<file path="config.mk">
export PLATFORM = sky130hd
export DESIGN_NAME = tmr_event_unit
export DESIGN_NICKNAME = d
export VERILOG_FILES = /design/src/rtl/tmr_pkg.sv /design/src/rtl/tmr_edge.sv /design/src/rtl/tmr_count.sv /design/src/rtl/tmr_chan.sv /design/src/rtl/tmr_regs.sv /design/src/rtl/tmr_event_unit.sv
export SDC_FILE = /design/constraint.sdc
export NUM_CORES = 1
export LEC_CHECK = 0
export BUFFER_PORTS_ARGS = -buffer_cell sky130_fd_sc_hd__buf_4
export CAP_MARGIN = 20
export CORE_MARGIN = 3
export CORE_UTILIZATION = 35
export DETAILED_ROUTE_END_ITERATION = 8
export MAX_ROUTING_LAYER = met4
export PLACE_DENSITY_LB_ADDON = 0.15
export SLEW_MARGIN = 20
export SYNTH_ARGS = -nofsm -noshare
export SYNTH_HDL_FRONTEND = slang
export SYNTH_SLANG_ARGS = --single-unit
</file>
<file path="constraint.sdc">
create_clock -name clk -period 5.45 [get_ports clk]
set_input_delay 0.8175 -clock clk [delete_from_list [all_inputs] [get_ports clk]]
set_output_delay 0.8175 -clock clk [all_outputs]
set_load 0.005 [all_outputs]
</file>
<file path="src/rtl/tmr_pkg.sv">
package tmr_pkg;
  localparam int ADDR_W = 4;

  localparam logic [ADDR_W-1:0] A_CTRL   = 4'd0;
  localparam logic [ADDR_W-1:0] A_IEN    = 4'd1;
  localparam logic [ADDR_W-1:0] A_STAT   = 4'd2;
  localparam logic [ADDR_W-1:0] A_EVGEN  = 4'd3;
  localparam logic [ADDR_W-1:0] A_COUNT  = 4'd4;
  localparam logic [ADDR_W-1:0] A_PRESC  = 4'd5;
  localparam logic [ADDR_W-1:0] A_RELOAD = 4'd6;
  localparam logic [ADDR_W-1:0] A_REPEAT = 4'd7;
  localparam logic [ADDR_W-1:0] A_CMP    = 4'd8;

  // flag positions; event bits share the low positions
  localparam int F_UPD = 0;
  localparam int F_CH1 = 1;
  localparam int F_CH2 = 2;
  localparam int F_COM = 5;
  localparam int F_TRG = 6;
  localparam int F_BRK = 7;
  localparam int F_OVC = 9;
  localparam int FLAG_W = 10;
  localparam logic [FLAG_W-1:0] FLAG_MASK = 10'b10_1110_0111;

  typedef struct packed {
    logic trig_rst;
    logic both;
    logic fall;
    logic cap_mode;
    logic urs;
    logic udis;
    logic run;
  } ctrl_t;

  localparam int CTRL_W = $bits(ctrl_t);
  localparam int OE_BIT = CTRL_W;
endpackage

</file>
<file path="src/rtl/tmr_edge.sv">
module tmr_edge #(
  parameter int STAGES = 2
) (
  input  logic clk,
  input  logic rst,
  input  logic din,
  input  logic sel_rise,
  input  logic sel_fall,
  output logic edge_o
);
  logic [STAGES-1:0] sync_q;
  logic              last_q;

  always_ff @(posedge clk) begin
    if (rst) begin
      sync_q <= '0;
      last_q <= 1'b0;
    end else begin
      sync_q <= {sync_q[STAGES-2:0], din};
      last_q <= sync_q[STAGES-1];
    end
  end

  assign edge_o = (sel_rise & sync_q[STAGES-1] & ~last_q) |
                  (sel_fall & ~sync_q[STAGES-1] & last_q);
endmodule

</file>
<file path="src/rtl/tmr_count.sv">
module tmr_count #(
  parameter int W = 16
) (
  input  logic         clk,
  input  logic         rst,
  input  logic         run,
  input  logic         reinit,
  input  logic [W-1:0] psc,
  input  logic [W-1:0] arr,
  input  logic [W-1:0] rep_rl,
  output logic [W-1:0] cnt_q,
  output logic [W-1:0] cnt_next,
  output logic         tick,
  output logic         ovf,
  output logic         upd_ovf
);
  logic [W-1:0] psc_q;
  logic [W-1:0] rep_q;

  assign tick     = run && !reinit && (psc_q >= psc);
  assign ovf      = tick && (cnt_q >= arr);
  assign upd_ovf  = ovf && (rep_q == '0);
  assign cnt_next = ovf ? '0 : cnt_q + 1'b1;

  always_ff @(posedge clk) begin
    if (rst) begin
      psc_q <= '0;
      cnt_q <= '0;
      rep_q <= '0;
    end else if (reinit) begin
      psc_q <= '0;
      cnt_q <= '0;
      rep_q <= rep_rl;
    end else if (run) begin
      psc_q <= (psc_q >= psc) ? '0 : psc_q + 1'b1;
      if (tick) begin
        cnt_q <= cnt_next;
        if (ovf) rep_q <= upd_ovf ? rep_rl : rep_q - 1'b1;
      end
    end
  end


  reinit_zero_chk: assert property (@(posedge clk) disable iff (rst)
    reinit |=> (cnt_q == '0));


  wrap_chk: assert property (@(posedge clk) disable iff (rst)
    (tick && (cnt_q >= arr) && !reinit) |=> (cnt_q == '0));
endmodule

</file>
<file path="src/rtl/tmr_chan.sv">
module tmr_chan #(
  parameter int W = 16
) (
  input  logic         clk,
  input  logic         rst,
  input  logic         cap_mode,
  input  logic         ic_edge,
  input  logic         cc_soft,
  input  logic         tick,
  input  logic         ovf,
  input  logic [W-1:0] cnt_q,
  input  logic [W-1:0] cnt_next,
  input  logic [W-1:0] arr,
  input  logic         cmp_wr,
  input  logic [W-1:0] cmp_wdata,
  output logic [W-1:0] cmp_q,
  output logic         ch_set,
  output logic         cap_evt
);
  logic match;

  assign cap_evt = cap_mode && (ic_edge || cc_soft);
  assign match   = !cap_mode && tick &&
                   ((cmp_q > arr) ? ovf : (cnt_next == cmp_q));
  assign ch_set  = cap_evt || match || (!cap_mode && cc_soft);

  always_ff @(posedge clk) begin
    if (rst) cmp_q <= '0;
    else if (cap_evt) cmp_q <= cnt_q;
    else if (cmp_wr) cmp_q <= cmp_wdata;
  end


  capture_chk: assert property (@(posedge clk) disable iff (rst)
    cap_evt |=> (cmp_q == $past(cnt_q)));
endmodule

</file>
<file path="src/rtl/tmr_regs.sv">
module tmr_regs
  import tmr_pkg::*;
#(
  parameter int W = 16
) (
  input  logic              clk,
  input  logic              rst,
  input  logic [ADDR_W-1:0] addr,
  input  logic [W-1:0]      wdata,
  input  logic              wr,
  input  logic              rd,
  output logic [W-1:0]      rdata,
  output ctrl_t             ctrl,
  output logic [W-1:0]      psc,
  output logic [W-1:0]      arr,
  output logic [W-1:0]      rep_rl,
  output logic              cmp_wr,
  output logic              ev_ug,
  output logic              ev_cc1,
  output logic              ev_cc2,
  output logic              ev_com,
  output logic              ev_trg,
  output logic              ev_brk,
  input  logic              upd_set,
  input  logic              ch_set,
  input  logic              trg_hw,
  input  logic              cap_evt,
  input  logic [W-1:0]      cnt_q,
  input  logic [W-1:0]      cmp_q,
  output logic              moe,
  output logic              irq
);
  logic [FLAG_W-1:0] stat_q, ien_q, set_v, keep_v;
  logic [W-1:0]      rd_mux;
  logic              ev_wr;

  assign ev_wr  = wr && (addr == A_EVGEN);
  assign ev_ug  = ev_wr && wdata[F_UPD];
  assign ev_cc1 = ev_wr && wdata[F_CH1];
  assign ev_cc2 = ev_wr && wdata[F_CH2];
  assign ev_com = ev_wr && wdata[F_COM];
  assign ev_trg = ev_wr && wdata[F_TRG];
  assign ev_brk = ev_wr && wdata[F_BRK];
  assign cmp_wr = wr && (addr == A_CMP);

  always_comb begin
    set_v        = '0;
    set_v[F_UPD] = upd_set;
    set_v[F_CH1] = ch_set;
    set_v[F_CH2] = ev_cc2;
    set_v[F_COM] = ev_com;
    set_v[F_TRG] = ev_trg | trg_hw;
    set_v[F_BRK] = ev_brk;
    set_v[F_OVC] = cap_evt & stat_q[F_CH1];
  end

  always_comb begin
    keep_v = '1;
    if (wr && (addr == A_STAT)) keep_v = wdata[FLAG_W-1:0];
    if (rd && (addr == A_CMP) && ctrl.cap_mode) keep_v[F_CH1] = 1'b0;
  end

  always_comb begin
    rd_mux = '0;
    case (addr)
      A_CTRL:   rd_mux[OE_BIT:0] = {moe, ctrl};
      A_IEN:    rd_mux[FLAG_W-1:0] = ien_q;
      A_STAT:   rd_mux[FLAG_W-1:0] = stat_q;
      A_COUNT:  rd_mux = cnt_q;
      A_PRESC:  rd_mux = psc;
      A_RELOAD: rd_mux = arr;
      A_REPEAT: rd_mux = rep_rl;
      A_CMP:    rd_mux = cmp_q;
      default:  rd_mux = '0;
    endcase
  end

  always_ff @(posedge clk) begin
    if (rst) begin
      ctrl   <= '0;
      moe    <= 1'b0;
      ien_q  <= '0;
      psc    <= '0;
      arr    <= '0;
      rep_rl <= '0;
      stat_q <= '0;
      irq    <= 1'b0;
      rdata  <= '0;
    end else begin
      if (wr && (addr == A_CTRL)) ctrl <= ctrl_t'(wdata[CTRL_W-1:0]);
      if (ev_brk) moe <= 1'b0;
      else if (wr && (addr == A_CTRL)) moe <= wdata[OE_BIT];
      if (wr && (addr == A_IEN)) ien_q <= wdata[FLAG_W-1:0] & FLAG_MASK;
      if (wr && (addr == A_PRESC)) psc <= wdata;
      if (wr && (addr == A_RELOAD)) arr <= wdata;
      if (wr && (addr == A_REPEAT)) rep_rl <= wdata;
      stat_q <= ((stat_q & keep_v) | set_v) & FLAG_MASK;
      irq    <= |(stat_q & ien_q);
      if (rd) rdata <= rd_mux;
    end
  end


  brk_clears_oe_chk: assert property (@(posedge clk) disable iff (rst)
    ev_brk |=> (!moe && stat_q[F_BRK]));


  hw_set_wins_chk: assert property (@(posedge clk) disable iff (rst)
    set_v[F_CH1] |=> stat_q[F_CH1]);


  evgen_reads_zero_chk: assert property (@(posedge clk) disable iff (rst)
    (rd && (addr == A_EVGEN)) |=> (rdata == '0));


  overcap_chk: assert property (@(posedge clk) disable iff (rst)
    (cap_evt && stat_q[F_CH1]) |=> stat_q[F_OVC]);
endmodule

</file>
<file path="src/rtl/tmr_event_unit.sv">
module tmr_event_unit
  import tmr_pkg::*;
#(
  parameter int W           = 16,
  parameter int SYNC_STAGES = 2
) (
  input  logic              clk,
  input  logic              rst,
  input  logic [ADDR_W-1:0] bus_addr,
  input  logic [W-1:0]      bus_wdata,
  input  logic              bus_wr,
  input  logic              bus_rd,
  output logic [W-1:0]      bus_rdata,
  input  logic              cap_in,
  input  logic              trig_in,
  output logic              irq,
  output logic              out_en
);
  ctrl_t        ctrl;
  logic [W-1:0] psc, arr, rep_rl, cnt_q, cnt_next, cmp_q;
  logic         cmp_wr, ev_ug, ev_cc1, ev_cc2, ev_com, ev_trg, ev_brk;
  logic         tick, ovf, upd_ovf, reinit, upd_set;
  logic         ch_set, cap_evt, ic_edge, trig_edge;

  tmr_regs #(.W(W)) u_regs (
    .clk(clk), .rst(rst), .addr(bus_addr), .wdata(bus_wdata), .wr(bus_wr),
    .rd(bus_rd), .rdata(bus_rdata), .ctrl(ctrl), .psc(psc), .arr(arr),
    .rep_rl(rep_rl), .cmp_wr(cmp_wr), .ev_ug(ev_ug), .ev_cc1(ev_cc1),
    .ev_cc2(ev_cc2), .ev_com(ev_com), .ev_trg(ev_trg), .ev_brk(ev_brk),
    .upd_set(upd_set), .ch_set(ch_set), .trg_hw(trig_edge),
    .cap_evt(cap_evt), .cnt_q(cnt_q), .cmp_q(cmp_q), .moe(out_en), .irq(irq)
  );

  tmr_edge #(.STAGES(SYNC_STAGES)) u_ic_edge (
    .clk(clk), .rst(rst), .din(cap_in),
    .sel_rise(!ctrl.fall || ctrl.both), .sel_fall(ctrl.fall || ctrl.both),
    .edge_o(ic_edge)
  );

  tmr_edge #(.STAGES(SYNC_STAGES)) u_trig_edge (
    .clk(clk), .rst(rst), .din(trig_in),
    .sel_rise(1'b1), .sel_fall(1'b0), .edge_o(trig_edge)
  );

  assign reinit  = ev_ug || (trig_edge && ctrl.trig_rst);
  assign upd_set = !ctrl.udis && (upd_ovf || (reinit && !ctrl.urs));

  tmr_count #(.W(W)) u_count (
    .clk(clk), .rst(rst), .run(ctrl.run), .reinit(reinit), .psc(psc),
    .arr(arr), .rep_rl(rep_rl), .cnt_q(cnt_q), .cnt_next(cnt_next),
    .tick(tick), .ovf(ovf), .upd_ovf(upd_ovf)
  );

  tmr_chan #(.W(W)) u_chan (
    .clk(clk), .rst(rst), .cap_mode(ctrl.cap_mode), .ic_edge(ic_edge),
    .cc_soft(ev_cc1), .tick(tick), .ovf(ovf), .cnt_q(cnt_q),
    .cnt_next(cnt_next), .arr(arr), .cmp_wr(cmp_wr), .cmp_wdata(bus_wdata),
    .cmp_q(cmp_q), .ch_set(ch_set), .cap_evt(cap_evt)
  );


  no_upd_when_disabled_chk: assert property (@(posedge clk) disable iff (rst)
    (ctrl.udis && !(bus_wr && bus_addr == A_STAT) && !u_regs.stat_q[F_UPD])
      |=> !u_regs.stat_q[F_UPD]);
endmodule

</file>
## Word-level counts from Yosys, hierarchy flattened

Index checks and enable logic that the tools add are counted.
Widths: inputs -> output; s select.

| word-level totals | value |
|---|---|
| bits in registers | 160 |
| bits in latches | 0 |
| memory bits (writable) | 0 |
| memory bits (read-only) | 0 |
| input bits | 26 |
| word-level logic and storage cells | 118 |
| memories | 0 |

| operators by class | value |
|---|---|
| $add $sub $neg | 3 |
| multiply operators | 0 |
| div/mod/pow operators | 0 |
| order comparisons | 3 |
| equal/unequal tests | 9 |
| shift operators | 0 |
| multiplexer cells | 15 |
| bitwise operators | 14 |
| reductions and logical operators | 50 |

Operator list:

| cell | count |
|---|---|
| $mux 16 | 9 |
| $pmux 8 s8 | 1 |
| $add 16x1->16 const B | 2 |
| $ge 16x16->1 | 2 |
| $pmux 6 s5 | 1 |
| $logic_and 1x1->1 | 27 |
| $and 10x10->10 | 2 |
| $eq 16x16->1 | 1 |
| $eq 4x3->1 const B | 4 |
| $gt 16x16->1 | 1 |
| $logic_not 16->1 | 1 |
| $sub 16x1->16 const B | 1 |
| $pmux 2 s7 | 1 |
| $mux 10 | 1 |
| $or 10x10->10 | 1 |
| $reduce_or 10->1 | 1 |
| $eq 4x2->1 const B | 2 |
| $reduce_bool 2->1 | 4 |
| $logic_or 1x1->1 | 7 |
| $and 1x1->1 | 6 |
| $logic_not 1->1 | 5 |
| $eq 4x1->1 const B | 1 |
| $eq 4x4->1 const B | 1 |
| $logic_not 4->1 | 1 |
| other kinds (6) | 11 |

## Longest topological paths before layout

Gate-level depths: netlist (run 1).

| depth | value |
|---|---|
| word-level depth | 15 |
| gate-level depth with buffers | 12 |
| mapped depth without buffers | 10 |

## Cells and area by module

From an unflattened synthesis (run 1), not the netlist that was laid out.

| second synthesis, totals | value |
|---|---|
| cell total of the unflattened synthesis | 1,134 |
| area, all modules | 9,241.4 µm² |

By module, submodules not included:

| module | times used | cells each | area each (µm²) | sequential area each (µm²) |
|---|---|---|---|---|
| tmr_regs | 1 | 497 | 4,060.1 | 1,741.7 |
| tmr_count | 1 | 455 | 3,617.2 | 960.9 |
| tmr_chan | 1 | 156 | 1,311.3 | 320.3 |
| tmr_edge | 2 | 9 | 97.6 | 60.1 |
| tmr_event_unit | 1 | 8 | 57.6 | 0.0 |

## Least setup slack after synthesis (run 1)

Ideal clock, no wire load.

| timing | value |
|---|---|
| path kind | reg2reg |
| from | register u_count.cnt_q[1] |
| to | register u_regs.stat_q[1] |
| setup time | 96 ps |
| arrival | 2,709 ps |
| slack | 2,646 ps |
| stages on the path, launching flop included | 11 |
| clock period less this slack | 2,804 ps |
| cells stage by stage | dfxtp_1 -> ha_1 -> buf_4 -> nand4_2 -> nor4_1 -> xnor2_1 -> o211ai_1 -> or3_1 -> or4_1 -> o211a_1 -> o41ai_2 |

| on the way | value |
|---|---|
| word-level cells in the longest chain between the ends | 9 |

Ends and longest elaborated chain:

| element | RTL line | source |
|---|---|---|
| start: declaration | tmr_count.sv:11 | `output logic [W-1:0] cnt_q,` |
| start signal: assignment | tmr_count.sv:37 | `cnt_q <= cnt_next;` |
| $ge 16x16->1 | tmr_count.sv:21 | `assign ovf = tick && (cnt_q >= arr);` |
| $logic_and 1x1->1 | tmr_count.sv:21 |  |
| $mux 16 | tmr_count.sv:23 | `assign cnt_next = ovf ? '0 : cnt_q + 1'b1;` |
| $eq 16x16->1 | tmr_chan.sv:24 | `((cmp_q > arr) ? ovf : (cnt_next == cmp_q));` |
| $mux 1 * | tmr_chan.sv:24 |  |
| $logic_and 1x1->1 * | tmr_chan.sv:23 | `assign match = !cap_mode && tick &&` |
| $logic_or 1x1->1 * (2 in series) | tmr_chan.sv:25 | `assign ch_set = cap_evt \|\| match \|\| (!cap_mode && cc_soft);` |
| $or 10x10->10 * | tmr_regs.sv:97 | `stat_q <= ((stat_q & keep_v) \| set_v) & FLAG_MASK;` |
| end signal: assignment | tmr_regs.sv:97 |  |
| end: declaration | tmr_regs.sv:33 | `logic [FLAG_W-1:0] stat_q, ien_q, set_v, keep_v;` |

Every way passes the cells marked *; elsewhere a longest branch is shown, timed or not.
A chain may end at the register's enable or synchronous reset.

## Worst setup path after layout (run 1)

Ends and elaborated chain as after synthesis.

==> impl_summary.md, run 1 <==
Synthesis
The proportion of synthesized flip-flops having asynchronous set or reset is 0. The number of enable-type register cells in the synthesized netlist is 0. The synthesis warning total is 0. The register area share after synthesis is 0.342. The cell area after synthesis is 9200 µm². For this run, the leading register cell type out of synthesis is sky130_fd_sc_hd__dfxtp_1. The synthesized design contains 157 register bits.

Yosys mapped the design onto 86 distinct sky130hd cell types. Counting every instance in the synthesized netlist gives 1199. The average size of a mapped cell is 7.68 µm². The synthesized netlist net count is 1276.

Placement
The post-placement worst setup slack is 1.73 ns. The placed wire-length estimate after detailed placement is 23600 µm. The placed instances occupy a cell area of 9750 µm². The global placement routability congestion is 0.996. Buffers placed on the I/O ports in this run total 43.

Critical path
For the worst setup path, the data required time is 5.79 ns. STA classifies the critical path endpoint as a register. The startpoint of the worst setup timing path is u_count.cnt_q[1]. The class of the most critical setup path is reg2reg.

On the worst path, the slowest cell contributes a delay of 0.59 ns. The startpoint of the worst register-to-register path is u_count.cnt_q[1]. The kind of launch point of the worst setup path is a register. The worst-path cell with the longest stage delay is sky130_fd_sc_hd__nor4_1.

Walking the worst path, the cells encountered are ha_1 -> nand4_2 -> nor4_1 -> xnor2_1 -> o211ai_1 -> or3_1 -> or4_1 -> o211a_1 -> o41ai_2. STA puts the critical path data arrival time at 3.87 ns. The worst-path maximum fanout is 9.

Clock network
The number of buffers created by CTS is 17. The clock root buffer is sky130_fd_sc_hd__clkbuf_16. The number of hold buffers added after cts is 0. The number of H-tree levels is 4. TritonCTS built the clock tree.

The post-CTS repair timing setup buffer count is 0. The clock reaches the later pin of the worst-skew pair after 0.44 ns. The number of clock sinks is 157.

The clock edge transition at the registers on the reported setup and hold paths is 0.07 ns. The count of instances resized after the clock tree is built is 0. The number of buffers on the longest clock path is 2.

Power
Summing internal, switching and leakage power gives 2660 µW. The leakage power summed over all cells is 0.00371 µW. The worst-case IR drop observed on VDD is 0.000137 V. In this run the power density over the cells is 257 nW/µm².

STA
The final worst-path setup slack is 1.92 ns. The final-report max-slew violation count is 0. The final setup skew is 0.0165 ns. The maximum frequency from static timing analysis is 0.284 GHz. Setup repair after global routing left no endpoint under its margin. Of the available clock period, the critical path in the final layout requires 0.647.

The minimum clock period is 3.53 ns. The transition time of the tightest slew-check pin is 1.04 ns. The final hold violation count came to 0. The normalized max-slew margin is 0.306. Setup violations remaining at the end of the flow were counted as 0. The summed negative setup slack over all endpoints is 0 ns.

GRT
The maximum number of pins on one net before global-route repair is 92. The number of antenna violations at the first check in global routing is 1. The number of global-route vias before repair is 8120.

The global-route wire length before repair is 49700 µm. For this run, the total global-route usage over all layers was measured as 0.233. Global routing finished with a remaining overflow of 0.

Floorplan
The floorplan step set the die height to 168 µm. The floorplan has 58 rows. The width of the die is 168 µm. The full die area is 28300 µm². In this run the standard cell core region covers 25500 µm².

44 I/O pins were placed. The initial standard-cell utilization of the core is 0.360.

Routing
In the routed design, unresolved DRC markers number 0. The final wirelength is 32300 µm. Once detail routing completed, the nets flagged for antenna violations numbered 0. The first-pass iteration count of the detailed router is 6. In the final routed layout, each cell accounts on average for 20.9 µm. The via density per instance is 5.72. Detailed routing inserted a total of 8854 vias.

After the first detailed-routing iteration, the DRC count stood at 861.

Finish
The share of post-route cells with drive strength above 1 is 0.0995. At the end of the flow the core is filled with cells to 0.405. For this run, the post-layout net count is 1281.

The post-route cell area is 10400 µm². The layout overhead on the synthesized area is 12.5%.

Run
The number of max-capacitance violations reported is 0.

Hold path
The startpoint of the tightest hold check path is u_trig_edge.sync_q[0]. In this run the worst hold path is classified as reg2reg.

Outcome
The flow ran to the end, and the final reports show no timing, DRC or antenna violations.
## registers in the layout, indices dropped and copies added (netlist names), 2 cells and up
name,count
u_chan.cmp_q,16
u_count.cnt_q,16
u_count.psc_q,16
u_count.rep_q,16
u_ic_edge.sync_q,2
u_regs.arr,16
u_regs.ctrl,7
u_regs.ien_q,7
u_regs.psc,16
u_regs.rdata,16
u_regs.rep_rl,16
u_regs.stat_q,7
u_trig_edge.sync_q,2
## layer usage
layer  vias to the layer above  track usage  wire (µm)  part of all wire
met3                        50       0.0406       2160             0.067
li1                       4302            -          -                 -
met4                         0       0.0704        817             0.025
met2                       299        0.348      14600              0.45
met1                      4203        0.321      14800              0.46
met5                         -            -          0                 0
## cell families after synthesis
group | synth area share
flops | 0.342
mux | 0.0260
fa+ha+maj | 0.0693
buf+inv | 0.0564
simple gates | 0.245
compound gates | 0.234
xor+xnor | 0.0276
## cells in the final DEF (no fill, tap or decap), types with 4 or more instances in the layout
master                      Yosys  routed
sky130_fd_sc_hd__and3_1         7       7
sky130_fd_sc_hd__ha_1          51      51
sky130_fd_sc_hd__buf_4          5      59
sky130_fd_sc_hd__a31oi_1       10      10
sky130_fd_sc_hd__mux2i_1       16      16
sky130_fd_sc_hd__nor4_1         5       5
sky130_fd_sc_hd__nor2b_1       17      17
sky130_fd_sc_hd__o211ai_1       5       5
sky130_fd_sc_hd__and2_1         9       9
sky130_fd_sc_hd__dfxtp_1      157     157
sky130_fd_sc_hd__inv_1         53      53
sky130_fd_sc_hd__inv_6          0       5
sky130_fd_sc_hd__a21oi_1      163     162
sky130_fd_sc_hd__clkbuf_16      0      17
sky130_fd_sc_hd__nor3_1        33      33
sky130_fd_sc_hd__o22ai_1        4       4
sky130_fd_sc_hd__xnor2_1       14      14
sky130_fd_sc_hd__o21ai_0       50      50
sky130_fd_sc_hd__a222oi_1      13      13
sky130_fd_sc_hd__nand2_1      191     191
sky130_fd_sc_hd__a22oi_1       18      18
sky130_fd_sc_hd__o32ai_1        5       5
sky130_fd_sc_hd__a211oi_1       7       7
sky130_fd_sc_hd__o21ai_1        7       7
sky130_fd_sc_hd__nand2b_1       9       9
sky130_fd_sc_hd__a21o_1         9       9
sky130_fd_sc_hd__xor2_1        15      15
sky130_fd_sc_hd__nor2_1       105     105
sky130_fd_sc_hd__nand3b_1       6       6
sky130_fd_sc_hd__nand4_1       16      16
sky130_fd_sc_hd__or3_1          8       8
sky130_fd_sc_hd__nand3_1       47      47
sky130_fd_sc_hd__o21a_1         5       5
## metrics by stage
stage,hold WS [ns],instances
after floorplan,0.414,1199
after global placement,0.424,1515
after detailed placement,0.420,1515
after CTS,0.438,1546
after global routing,0.458,1547
final,0.438,1547
## critical path, delay by kind of cell (launching register included)
| family | cells | cell delay [ns] |
|---|---|---|
| compound gates | 3 | 0.60 |
| xor+xnor | 1 | 0.25 |
| fa+ha+maj | 1 | 0.44 |
| flops | 1 | 0.57 |
| simple gates | 4 | 1.56 |
## cell usage after synthesis, types with 4 or more instances
cell type / instances / area share
sky130_fd_sc_hd__nand2_1: 191 / 0.078
sky130_fd_sc_hd__a21oi_1: 163 / 0.089
sky130_fd_sc_hd__dfxtp_1: 157 / 0.34
sky130_fd_sc_hd__nor2_1: 105 / 0.043
sky130_fd_sc_hd__inv_1: 53 / 0.022
sky130_fd_sc_hd__ha_1: 51 / 0.069
sky130_fd_sc_hd__o21ai_0: 50 / 0.027
sky130_fd_sc_hd__clkbuf_1: 47 / 0.019
sky130_fd_sc_hd__nand3_1: 47 / 0.026
sky130_fd_sc_hd__nor3_1: 33 / 0.018
sky130_fd_sc_hd__a22oi_1: 18 / 0.015
sky130_fd_sc_hd__nor2b_1: 17 / 0.012
sky130_fd_sc_hd__mux2i_1: 16 / 0.017
sky130_fd_sc_hd__nand4_1: 16 / 0.011
sky130_fd_sc_hd__xor2_1: 15 / 0.014
sky130_fd_sc_hd__xnor2_1: 14 / 0.013
sky130_fd_sc_hd__a222oi_1: 13 / 0.014
sky130_fd_sc_hd__buf_2: 12 / 0.0065
sky130_fd_sc_hd__a31oi_1: 10 / 0.0068
sky130_fd_sc_hd__a21o_1: 9 / 0.0073
sky130_fd_sc_hd__and2_1: 9 / 0.0061
sky130_fd_sc_hd__nand2b_1: 9 / 0.0061
sky130_fd_sc_hd__or3_1: 8 / 0.0054
sky130_fd_sc_hd__a211oi_1: 7 / 0.0057
sky130_fd_sc_hd__and3_1: 7 / 0.0048
sky130_fd_sc_hd__buf_1: 7 / 0.0029
sky130_fd_sc_hd__o21ai_1: 7 / 0.0038
sky130_fd_sc_hd__nand3b_1: 6 / 0.0049
sky130_fd_sc_hd__buf_4: 5 / 0.0041
sky130_fd_sc_hd__nor4_1: 5 / 0.0034
sky130_fd_sc_hd__o211ai_1: 5 / 0.0041
sky130_fd_sc_hd__o21a_1: 5 / 0.0041
sky130_fd_sc_hd__o32ai_1: 5 / 0.0048
sky130_fd_sc_hd__o22ai_1: 4 / 0.0027
## cell type report
class                   count  area [µm²]
clock inverters            14         174
flip-flops and latches    157        3140
multi-input cells         916        5560
inverters                  53         199
clock buffers              17         425
repair buffers             59         443
fillers                  2660       15200
well taps                 330         413
diodes                      1        2.50
## where the power goes
part	switching, µW	leakage (µW)	total [µW]	internal, µW
registers	17.6	0.00127	1180	1160
logic	159	0.00216	233	73.6
clock network	564	0.000284	1250	690
total	740	0.00371	2660	1920
## path summary, 6_finish.rpt
path / end / slack [ns] / cells after the start
setup / recovery: u_regs.stat_q[1] / 1.92 / 9
setup reg to reg: u_regs.stat_q[1] / 1.92 / 9
hold reg to reg: u_trig_edge.sync_q[1] / 0.44 / 1
hold / removal: u_trig_edge.sync_q[1] / 0.44 / 1
No activity file was read; power rests on OpenSTA's default activity.
==> inputs of run 2 (changes only) <==
==> constraint.sdc (replaced) <==
create_clock -name clk -period 3 [get_ports clk]
set_input_delay 0.45 -clock clk [delete_from_list [all_inputs] [get_ports clk]]
set_output_delay 0.45 -clock clk [all_outputs]
set_load 0.005 [all_outputs]
==> run 2 against run 1 <==
Net effect: sequential share of layout area shrank 2.3 points; routed wire length rose by 4.1%; critical path depth increased by 2; non-clock buffer count increased by 80; clock power grew 99%; flip-flop and latch count stayed put; sequential power is 81% higher; cell area increased by 8.6%; fmax increased by 21%; combinational power increased by 100%; utilization up 3.5 points; cell count is 5.2% higher; critical path type unchanged; largest power group unchanged.
==> impl_summary.md, run 2 (synthesized netlist as in run 1, its figures left out) <==
Critical path
The slowest stage of the critical path is the sky130_fd_sc_hd__or4_4 cell. The class of the most critical setup path is reg2reg. The kind of end point of the critical path is a register. The setup slack of the most critical reg-to-reg path was 0.09 ns (-1.84 ns). The most critical setup path has its endpoint at u_regs.stat_q[1]. The buffering stage count on the worst path with inverters included is 2 (+2). The worst-path maximum fanout came to 3 (-6). The cell family contributing the most delay on the critical path is simple AND/OR/NAND/NOR gates. The endpoint identified for the worst register-to-register timing path is u_regs.stat_q[1]. The startpoint of the worst register-to-register path is u_regs.psc[13]. Walking the worst path, the cells encountered are inv_2 -> ha_4 -> nand4_1 -> or4_4 -> o32ai_4 -> o31a_4 -> buf_6 -> nand2_4 -> or3_1 -> o211a_1 -> o41ai_2. STA classifies the critical path startpoint as a register. The critical path data arrival time is 3.25 ns (-0.62 ns). The cell depth of the worst setup path is 11 (+2). The delay contributed by the slowest stage of the critical path is 0.57 ns (-0.02 ns). The required time at the endpoint of the critical path is 3.34 ns (-2.45 ns).

The depth of the worst register-to-register path is 11 (+2). Tracing the worst setup path back leads to its startpoint at u_regs.psc[13].

STA
The minimum clock period came to 2.91 ns (-0.612 ns). The final period utilization is 0.972 (+0.324). The final worst-path setup slack is 0.0853 ns (-1.84 ns). The final-report max-slew violation count is 0 (unchanged).

Setup repair after global routing could not meet its margin everywhere. The maximum frequency from static timing analysis came to 0.343 GHz (+21%). The normalized max-slew margin is 0.488 (+0.182). The final setup skew came to 0.0188 ns (+0.00225 ns).

The final hold violation count is 0 (unchanged). The final-report setup violation count is 0 (unchanged). The transition time of the tightest slew-check pin is 0.764 ns (-0.278 ns).

Placement
The placed wire-length estimate after detailed placement is 25000 µm (+6.0%). The global placement routability congestion was 0.955 (-4.1%). The total of buffers placed on input and output ports was 43 (unchanged). The placed cell area is 10400 µm² (+6.1%). The post-placement worst setup slack is -0.0818 ns (-1.81 ns).

Clock network
The number of hold buffers added after cts is 0 (unchanged). The number of buffers created by CTS came to 17 (unchanged). The insertion delay to the later sink of the worst-skew pair was 0.44 ns (about the same). The clock edge transition at the registers on the reported setup and hold paths is 0.08 ns (about the same). The cell sitting at the root of the clock tree is a sky130_fd_sc_hd__clkbuf_16. The TritonCTS clock tree is built. The number of clock sinks is 157 (unchanged). The number of H-tree levels was 4 (unchanged). The number of buffers on the longest clock path is 2 (unchanged).

Finish
The multi-input combinational cell area was 5670 µm² (+2.1%). The register area is 3150 µm² (+0.32%). The share of post-route cells with drive strength above 1 is 0.173 (+0.0740).

The post-route cell area is 11200 µm² (+8.6%). The layout overhead on the synthesized area is 22.2%. The most frequent standard cell in the layout excluding fill and tap cells is sky130_fd_sc_hd__nand2_1. The fill cell total of the finished layout is 2614 (-1.7%).

In the layout the commonest cells are sky130_fd_sc_hd__nand2_1 (191), sky130_fd_sc_hd__a21oi_1 (161), sky130_fd_sc_hd__dfxtp_1 (149). The fraction of the core area covered by cells at the end of the flow came to 0.440 (+0.0349). The number of nets in the layout came to 1361 (+6.2%).

Hold path
The min-delay analysis places its worst path in the category in2reg.

Routing
The per-cell routed wire length is 20.7 µm (-1.1%). The remaining antenna violation count came to 0 (unchanged). The via density per instance is 5.66 (-1.2%). The first-pass iteration count of the detailed router is 7 (+1). The post-detailed-route DRC marker count is 0 (unchanged). The number of DRC violations after detailed-routing iteration 0 is 984 (+14%). The total number of vias is 9207 (+4.0%). The final wirelength is 33600 µm (+4.1%).

Power
The maximum VDD drop is 0.000314 V (+130%). The leakage power summed over all cells was 0.00423 µW (+14%). The total power density per cell area came to 454 nW/µm² (+76%).

Floorplan
The number of I/O pins is 44 (unchanged). The height of the chip is 168 µm (unchanged). The full die area was 28300 µm² (unchanged). The width of the die came to 168 µm (unchanged).

The number of standard-cell rows in the floorplan came to 58 (unchanged). The core footprint is 25500 µm² (unchanged). The initial standard-cell utilization of the core is 0.360 (unchanged).

GRT
The number of antenna violations at the first check in global routing is 2 (+1). The overall global routing resource usage is 0.240 (+0.00791). The number of global-route vias before repair is 8630 (+6.3%). The global-route wire length before repair came to 51700 µm (+4.1%).

The maximum number of pins on one net before global-route repair came to 63 (-32%). The sum of overflow across all layers after global routing is 0 (unchanged).

Run
The number of max-capacitance violations reported came to 0 (unchanged).

Outcome
The flow ran to the end, and the final reports show no timing, DRC or antenna violations.
==> run 2: where the power goes <==
part	switching [µW]	total [µW]	internal, µW
Clock	1040	2490	1460
Sequential	29.6	2140	2110
Combinational	305	469	164
Total	1370	5100	3730
==> run 2: worst min-delay path by stage <==
stage | from | end | slack, ns | cells past startpoint
6_report | trig_in | u_trig_edge.sync_q[0] | 0.22 | 2
5_1_grt | trig_in | u_trig_edge.sync_q[0] | 0.22 | 2
4_1_cts | trig_in | u_trig_edge.sync_q[0] | 0.22 | 2
3_5_place_dp | u_trig_edge.sync_q[0] | u_trig_edge.sync_q[1] | 0.43 | 1
3_3_place_gp | u_trig_edge.sync_q[0] | u_trig_edge.sync_q[1] | 0.42 | 1
2_1_floorplan | u_ic_edge.sync_q[0] | u_ic_edge.sync_q[1] | 0.41 | 1
==> run 2: metrics by stage <==
stage,setup TNS [ns],hold WS [ns],cells,power [µW]
2_1_floorplan,0,0.414,1199,2450
3_3_place_gp,-0.00451,0.421,1588,2630
3_5_place_dp,-0.110,0.427,1588,2630
4_1_cts,0,0.218,1620,5120
5_1_grt,-0.0730,0.220,1628,5260
6_report,0,0.216,1628,5100
==> run 2: metal layers <==
layer	vias to the layer above	global-route usage	share of wire
met5	-	-	0
met4	0	0.0551	0.019
met3	49	0.0366	0.059
met2	317	0.371	0.45
met1	4392	0.334	0.47
li1	4449	-	-
==> run 2: timing repair <==
item | in CTS | in global routing
gates cloned | 0 | 2
buffers inserted | 0 | 5
gates resized for setup | 1 | 33
endpoints found under the hold margin | 0 | 0
setup endpoints to repair | 9 | 13
pin swaps | 0 | 14
==> run 2: layout make-up <==
class                           count  share of cell area
Multi-Input combinational cell    916               0.504
Inverter                           53              0.0177
Clock inverter                     14              0.0198
Sequential cell                   157               0.280
Timing Repair Buffer              139               0.102
Antenna cell                        1            0.000222
Tap cell                          330              0.0367
Clock buffer                       18              0.0390
